--- src/rtl/cssp_pkg.sv ---
package cssp_pkg;

    typedef enum logic [2:0] {
        ST_IDLE,
        ST_BUSY,
        ST_READY,
        ST_SHIFT,
        ST_TAIL
    } cssp_state_e;

    typedef struct packed {
        cssp_state_e st;
        logic        go;
        logic        ch;
    } cssp_ctrl_t;

endpackage

--- src/rtl/cssp_sync.sv ---
module cssp_sync #(
    parameter int   N       = 2,
    parameter int   STAGES  = 2,
    parameter logic RST_VAL = 1'b1
) (
    input  logic         clk,
    input  logic         rst_n,
    input  logic [N-1:0] din,
    output logic [N-1:0] lvl,
    output logic [N-1:0] prev
);

    localparam int PW = STAGES + 1;

    for (genvar i = 0; i < N; i++) begin : g_bit
        logic [PW-1:0] pipe_d, pipe_q;

        always_comb begin
            pipe_d = {pipe_q[PW-2:0], din[i]};
        end

        always_ff @(posedge clk or negedge rst_n) begin
            if (!rst_n) pipe_q <= {PW{RST_VAL}};
            else        pipe_q <= pipe_d;
        end

        assign lvl[i]  = pipe_q[STAGES-1];
        assign prev[i] = pipe_q[STAGES];
    end

endmodule

--- src/rtl/cssp_shift.sv ---
module cssp_shift #(
    parameter int W = 15
) (
    input  logic         clk,
    input  logic         rst_n,
    input  logic         load,
    input  logic [W-1:0] word,
    input  logic         adv,
    output logic         bit_o,
    output logic         last_o
);

    localparam int IW = (W > 1) ? $clog2(W) : 1;

    typedef struct packed {
        logic [W-1:0]  sr;
        logic [IW-1:0] idx;
    } shift_t;

    shift_t d, q;

    always_comb begin
        d = q;
        if (load) begin
            d.sr  = word;
            d.idx = IW'(W - 1);
        end else if (adv && q.idx != '0) begin
            d.sr  = {q.sr[W-2:0], 1'b0};
            d.idx = q.idx - IW'(1);
        end
    end

    always_ff @(posedge clk or negedge rst_n) begin
        if (!rst_n) q <= '0;
        else        q <= d;
    end

    assign bit_o  = q.sr[W-1];
    assign last_o = (q.idx == '0);

    // each accepted advance moves the bit index down by exactly one
    p_idx_step_r5: assert property (@(posedge clk) disable iff (!rst_n)
        (adv && !load && q.idx != '0) |=> (q.idx == $past(q.idx) - IW'(1)));

endmodule

--- src/rtl/cssp_ctrl.sv ---
module cssp_ctrl
    import cssp_pkg::*;
(
    input  logic clk,
    input  logic rst_n,
    input  logic cs_fall,
    input  logic cs_high,
    input  logic sck_fall,
    input  logic chan,
    input  logic res_vld,
    input  logic last_bit,
    input  logic data_bit,
    output logic load,
    output logic adv,
    output logic line_oe,
    output logic line_val,
    output logic go,
    output logic ch
);

    cssp_ctrl_t d, q;

    always_comb begin
        d    = q;
        d.go = 1'b0;
        load = 1'b0;
        adv  = 1'b0;
        unique case (q.st)
            ST_IDLE: begin
                if (cs_fall) begin
                    d.st = ST_BUSY;
                    d.go = 1'b1;
                    d.ch = chan;
                end
            end
            ST_BUSY: begin
                if (cs_high) begin
                    d.st = ST_IDLE;
                end else if (res_vld) begin
                    d.st = ST_READY;
                    load = 1'b1;
                end
            end
            ST_READY: begin
                if (sck_fall) d.st = ST_SHIFT;
            end
            ST_SHIFT: begin
                if (last_bit && cs_high) begin
                    d.st = ST_IDLE;
                end else if (sck_fall) begin
                    if (last_bit) d.st = ST_TAIL;
                    else          adv  = 1'b1;
                end
            end
            ST_TAIL: begin
                if (cs_high) d.st = ST_IDLE;
            end
            default: d.st = ST_IDLE;
        endcase
    end

    always_ff @(posedge clk or negedge rst_n) begin
        if (!rst_n) begin
            q.st <= ST_IDLE;
            q.go <= 1'b0;
            q.ch <= 1'b0;
        end else begin
            q <= d;
        end
    end

    always_comb begin
        line_oe  = (q.st != ST_IDLE);
        line_val = 1'b0;
        case (q.st)
            ST_READY: line_val = 1'b1;
            ST_SHIFT: line_val = data_bit;
            default:  line_val = 1'b0;
        endcase
    end

    assign go = q.go;
    assign ch = q.ch;

    // the start pulse never lasts beyond one clock
    p_go_pulse_r2: assert property (@(posedge clk) disable iff (!rst_n)
        q.go |=> !q.go);

endmodule

--- src/rtl/conv_serial_port.sv ---
module conv_serial_port #(
    parameter int DATA_W      = 15,
    parameter int SYNC_STAGES = 2
) (
    input  logic              clk,
    input  logic              rst_n,
    input  logic              cs_n_i,
    input  logic              sck_i,
    input  logic              chan_i,
    input  logic              res_vld_i,
    input  logic [DATA_W-1:0] res_i,
    output logic              sdo_o,
    output logic              sdo_oe_o,
    output logic              conv_go_o,
    output logic              conv_ch_o
);

    localparam int NSYNC = 2;
    localparam int CS_IX = 0;
    localparam int SK_IX = 1;

    logic [NSYNC-1:0] s_lvl, s_prev;
    logic cs_fall, cs_high, sck_fall;
    logic load, adv, last_bit, data_bit;

    cssp_sync #(.N(NSYNC), .STAGES(SYNC_STAGES), .RST_VAL(1'b1)) u_sync (
        .clk  (clk),
        .rst_n(rst_n),
        .din  ({sck_i, cs_n_i}),
        .lvl  (s_lvl),
        .prev (s_prev)
    );

    assign cs_high  = s_lvl[CS_IX];
    assign cs_fall  = s_prev[CS_IX] & ~s_lvl[CS_IX];
    assign sck_fall = s_prev[SK_IX] & ~s_lvl[SK_IX];

    cssp_shift #(.W(DATA_W)) u_shift (
        .clk   (clk),
        .rst_n (rst_n),
        .load  (load),
        .word  (res_i),
        .adv   (adv),
        .bit_o (data_bit),
        .last_o(last_bit)
    );

    cssp_ctrl u_ctrl (
        .clk     (clk),
        .rst_n   (rst_n),
        .cs_fall (cs_fall),
        .cs_high (cs_high),
        .sck_fall(sck_fall),
        .chan    (chan_i),
        .res_vld (res_vld_i),
        .last_bit(last_bit),
        .data_bit(data_bit),
        .load    (load),
        .adv     (adv),
        .line_oe (sdo_oe_o),
        .line_val(sdo_o),
        .go      (conv_go_o),
        .ch      (conv_ch_o)
    );

    // the start pulse coincides with a driven-low busy line
    p_busy_low_r2: assert property (@(posedge clk) disable iff (!rst_n)
        conv_go_o |-> (sdo_oe_o && !sdo_o));

    // the channel output holds while the line stays driven
    p_chan_hold_r3: assert property (@(posedge clk) disable iff (!rst_n)
        (sdo_oe_o && $past(sdo_oe_o)) |-> $stable(conv_ch_o));

    // the line is only released with chip select seen high
    p_release_cs_r6: assert property (@(posedge clk) disable iff (!rst_n)
        ($past(sdo_oe_o) && !sdo_oe_o) |-> $past(cs_high));

endmodule

--- config.mk ---
export PLATFORM = sky130hd
export DESIGN_NAME = conv_serial_port
export DESIGN_NICKNAME = d
export VERILOG_FILES = /design/src/rtl/cssp_pkg.sv /design/src/rtl/cssp_sync.sv /design/src/rtl/cssp_shift.sv /design/src/rtl/cssp_ctrl.sv /design/src/rtl/conv_serial_port.sv
export SDC_FILE = /design/constraint.sdc
export NUM_CORES = 1
export LEC_CHECK = 0
export BUFFER_PORTS_ARGS = -buffer_cell sky130_fd_sc_hd__buf_2
export CAP_MARGIN = 20
export CORE_MARGIN = 8
export CORE_UTILIZATION = 48
export CTS_CLUSTER_DIAMETER = 30
export CTS_CLUSTER_SIZE = 30
export DETAILED_ROUTE_END_ITERATION = 8
export GPL_TIMING_DRIVEN = 0
export PLACE_DENSITY = 0.71
export SYNTH_ARGS = -nofsm -noshare
export SYNTH_HDL_FRONTEND = slang
export SYNTH_SLANG_ARGS = --single-unit
export TNS_END_PERCENT = 50
--- constraint.sdc ---
create_clock -name clk -period 2.5 [get_ports clk]
set_clock_uncertainty 0.2 [all_clocks]
set_input_delay 0.125 -clock clk [delete_from_list [all_inputs] [get_ports clk]]
set_output_delay 0.125 -clock clk [all_outputs]
set_load 0.005 [all_outputs]
==> reports/qor.yml <==
synth:
  syn_area_mm2: 0.00131
  ys.flop_type: "dfrtp_1"
  synth_area_leader_cell: "dfrtp_1"
  yosysMostFrequentCell: "dfrtp_1"
  synth.net_count: 135
  netlist_instances: 113
  synth_top_area_share_pct: 45.7
  synth_edf_count: 0
  async_flop_share_pct: 100
  synth_area_per_cell_um2: 11.6
  synth-seq-cells: 30
  ys_seq_area_share_pct: 57.7
  yosys-top-cells-count: "dfrtp_1 (24), a21o_1 (11), a22o_1 (10), buf_2 (7)"
  synth_area_leaders: "dfrtp_1 (46%), dfstp_2 (12%), a22o_1 (6.7%), a21o_1 (6.3%), buf_2 (2.7%)"
  yosysUniqueCellTypes: 32
  ys_warn_count: 0
die:
  io_pins: 25
  die_x_um: 68.3
  dieArea_mm2: 0.00467
  rows: 19
  core-area_mm2: 0.00269
  fp.dieH_um: 68.3
  initial_utilization_pct: 48.9
timing:
  hold_viol: 0
  max_slew.worst_pin.slew_ps: 655
  fmax_mhz: 454
  slew_violations: 0
  fin_crit_ps: 2200
  max_slew_margin_pct: 56.3
  setup_viol: 0
  grt_setup_unrepaired: "no"
  fin_crit_sh_pct: 88.0
  finalSetupTns_ps: 0
setup_path:
  end_kind: "flop"
  rrSetupSlack_ps: 300
  crit_slowest_cell: "nor3_2"
  cp.required_ps: 2510
  cp_top_family: "simple AND/OR/NAND/NOR gates"
  critical_path_class: "reg2reg"
  ff2ff_path_depth: 7
  path_cells: "inv_1 > ha_1 > nor3b_1 > nor3_2 > buf_2 > and4_1 > nor2_1"
  r2r_end: "u_shift.q[3]"
  reg2reg_from: "u_shift.q[0]"
  slowest_delay_ps: 430
  worst-path-max-fanout: 10
  startpoint_type: "flop"
  path_buf_inv: 2
  critical_path_arrival_ps: 2210
global_route:
  antenna_found_initial: 0
  grt_overflow: 0
  grt_pass1_wl_um: 4880
  grt_usage_pct: 14.1
  grt_max_degree: 31
  grt_pass1_vias: 1090
place:
  place.gp.congestion: 0.742
  place_area_mm2: 0.00147
  place_hpwl_um: 1900
  numPlacedInstances: 168
  io_buffers: 24
min_path:
  hp-class: "in2async"
route:
  dr_total_vias: 1068
  post_drt_via_cell_ratio: 5.45
  ant_nets: 0
  first_pass_iters: 4
  wl_per_cell_um: 14.8
  routed_wl_um: 2910
  drt_iter0_markers: 91
  drc: 0
final_layout:
  fin_area_mm2: 0.00172
  layout-drive-gt1-share_pct: 28.5
  diodes: 0
  fin_cells: 196
  synthToLayoutAreaGrowth_pct: 31.2
  nNetsFinal: 186
clock_network:
  path_clk_slew_ps: 90
  ctsResizeCount: 0
  cts_buffer_depth: 2
  post-cts-setup-buffers: 0
  hold_buffers: 20
  clock-sinks: 30
  htreeDepth: 2
  cts_tree: "built"
  cts_buffers: 5
  cts_root_buf: "clkbuf_4"
  clkLatencyLatePin_ps: 320
power_and_ir_drop:
  p_leak_nw: 0.888
  peakVddDrop_mv: 0.721
  powerDensity_mw_per_mm2: 906
job:
  cap_violations: 0
run_status:
  status: "completed"
==> registers in the layout (all words and copies together), names as in the netlist <==
| name | count |
|---|---|
| u_shift.q | 18 |
| u_shift.bit_o | 1 |
| u_ctrl.go | 1 |
| u_ctrl.q | 3 |
| u_ctrl.ch | 1 |
| u_sync.g_bit.pipe_q | 6 |
==> power breakdown <==
part           internal (mW)  switching [mW]
registers              0.656           0.101
clock network          0.107           0.162
logic                  0.275           0.260
total                   1.04           0.524
==> layout make-up <==
cell class | count | area (um^2)
Fill cell | 222 | 962
Sequential cell | 30 | 758
Multi-Input combinational cell | 72 | 505
Timing Repair Buffer | 44 | 320
Clock buffer | 6 | 41.3
Tap cell | 31 | 38.8
Buffer | 7 | 35.0
Inverter | 4 | 15.0
Clock inverter | 2 | 10.0
==> layout by cell type (no fill, tap or decap), types with 2 or more instances in the layout <==
master         netlist  layout
a211oi_1             2       2
a21o_1              11      11
a21oi_1              2       2
a221o_1              2       2
a22o_1              10      10
a31oi_1              2       2
and3_1               4       4
buf_2                7      31
clkbuf_4             0       5
clkinv_2             0       2
dfrtp_1             24      24
dfstp_2              6       6
dlygate4sd3_1        0      20
inv_1                4       4
nand2_1              4       4
nand3_1              5       5
nor2_1               6       6
nor2b_1              3       3
o21ai_0              4       4
or3_1                2       2
==> worst max path at each step <==
stage,from,end,slack [ps],depth (start not counted)
after floorplan,u_sync.g_bit[1].pipe_q[2],u_shift.q[6],540,5
after global placement,u_shift.q[0],u_shift.q[17],390,7
after detailed placement,u_shift.q[0],u_shift.q[3],340,7
after CTS,u_shift.q[0],u_shift.q[3],330,7
after global routing,u_shift.q[0],u_shift.q[3],190,7
final,u_shift.q[0],u_shift.q[3],300,7
==> logic make-up after synthesis <==
group	after synthesis	share of synthesized area, %
AND/OR/NAND/NOR	32	14.5
adder cells (fa/ha/maj)	1	0.952
buffers and inverters	11	3.81
multiplexers	1	0.857
AO/OA/AOI/OAI	38	22.2
flip-flops	30	57.7
==> layer usage <==
layer	GRT usage [%]	wire, um
met2	23.4	1480
met5	0	0
met4	5.88	48
met3	5.24	127
met1	15.9	1260
==> through the flow <==
stage	utilization, %	power, mW	setup WS (ps)	hold slack [ps]
after detailed placement	54.8	1.28	345	-7.52
after floorplan	-	1.12	540	-371
final	64.2	1.56	300	158
after global routing	64.2	1.68	187	162
after global placement	54.8	1.24	392	-12.4
after CTS	64.2	1.57	327	160
No activity file was read; power rests on OpenSTA's default activity.
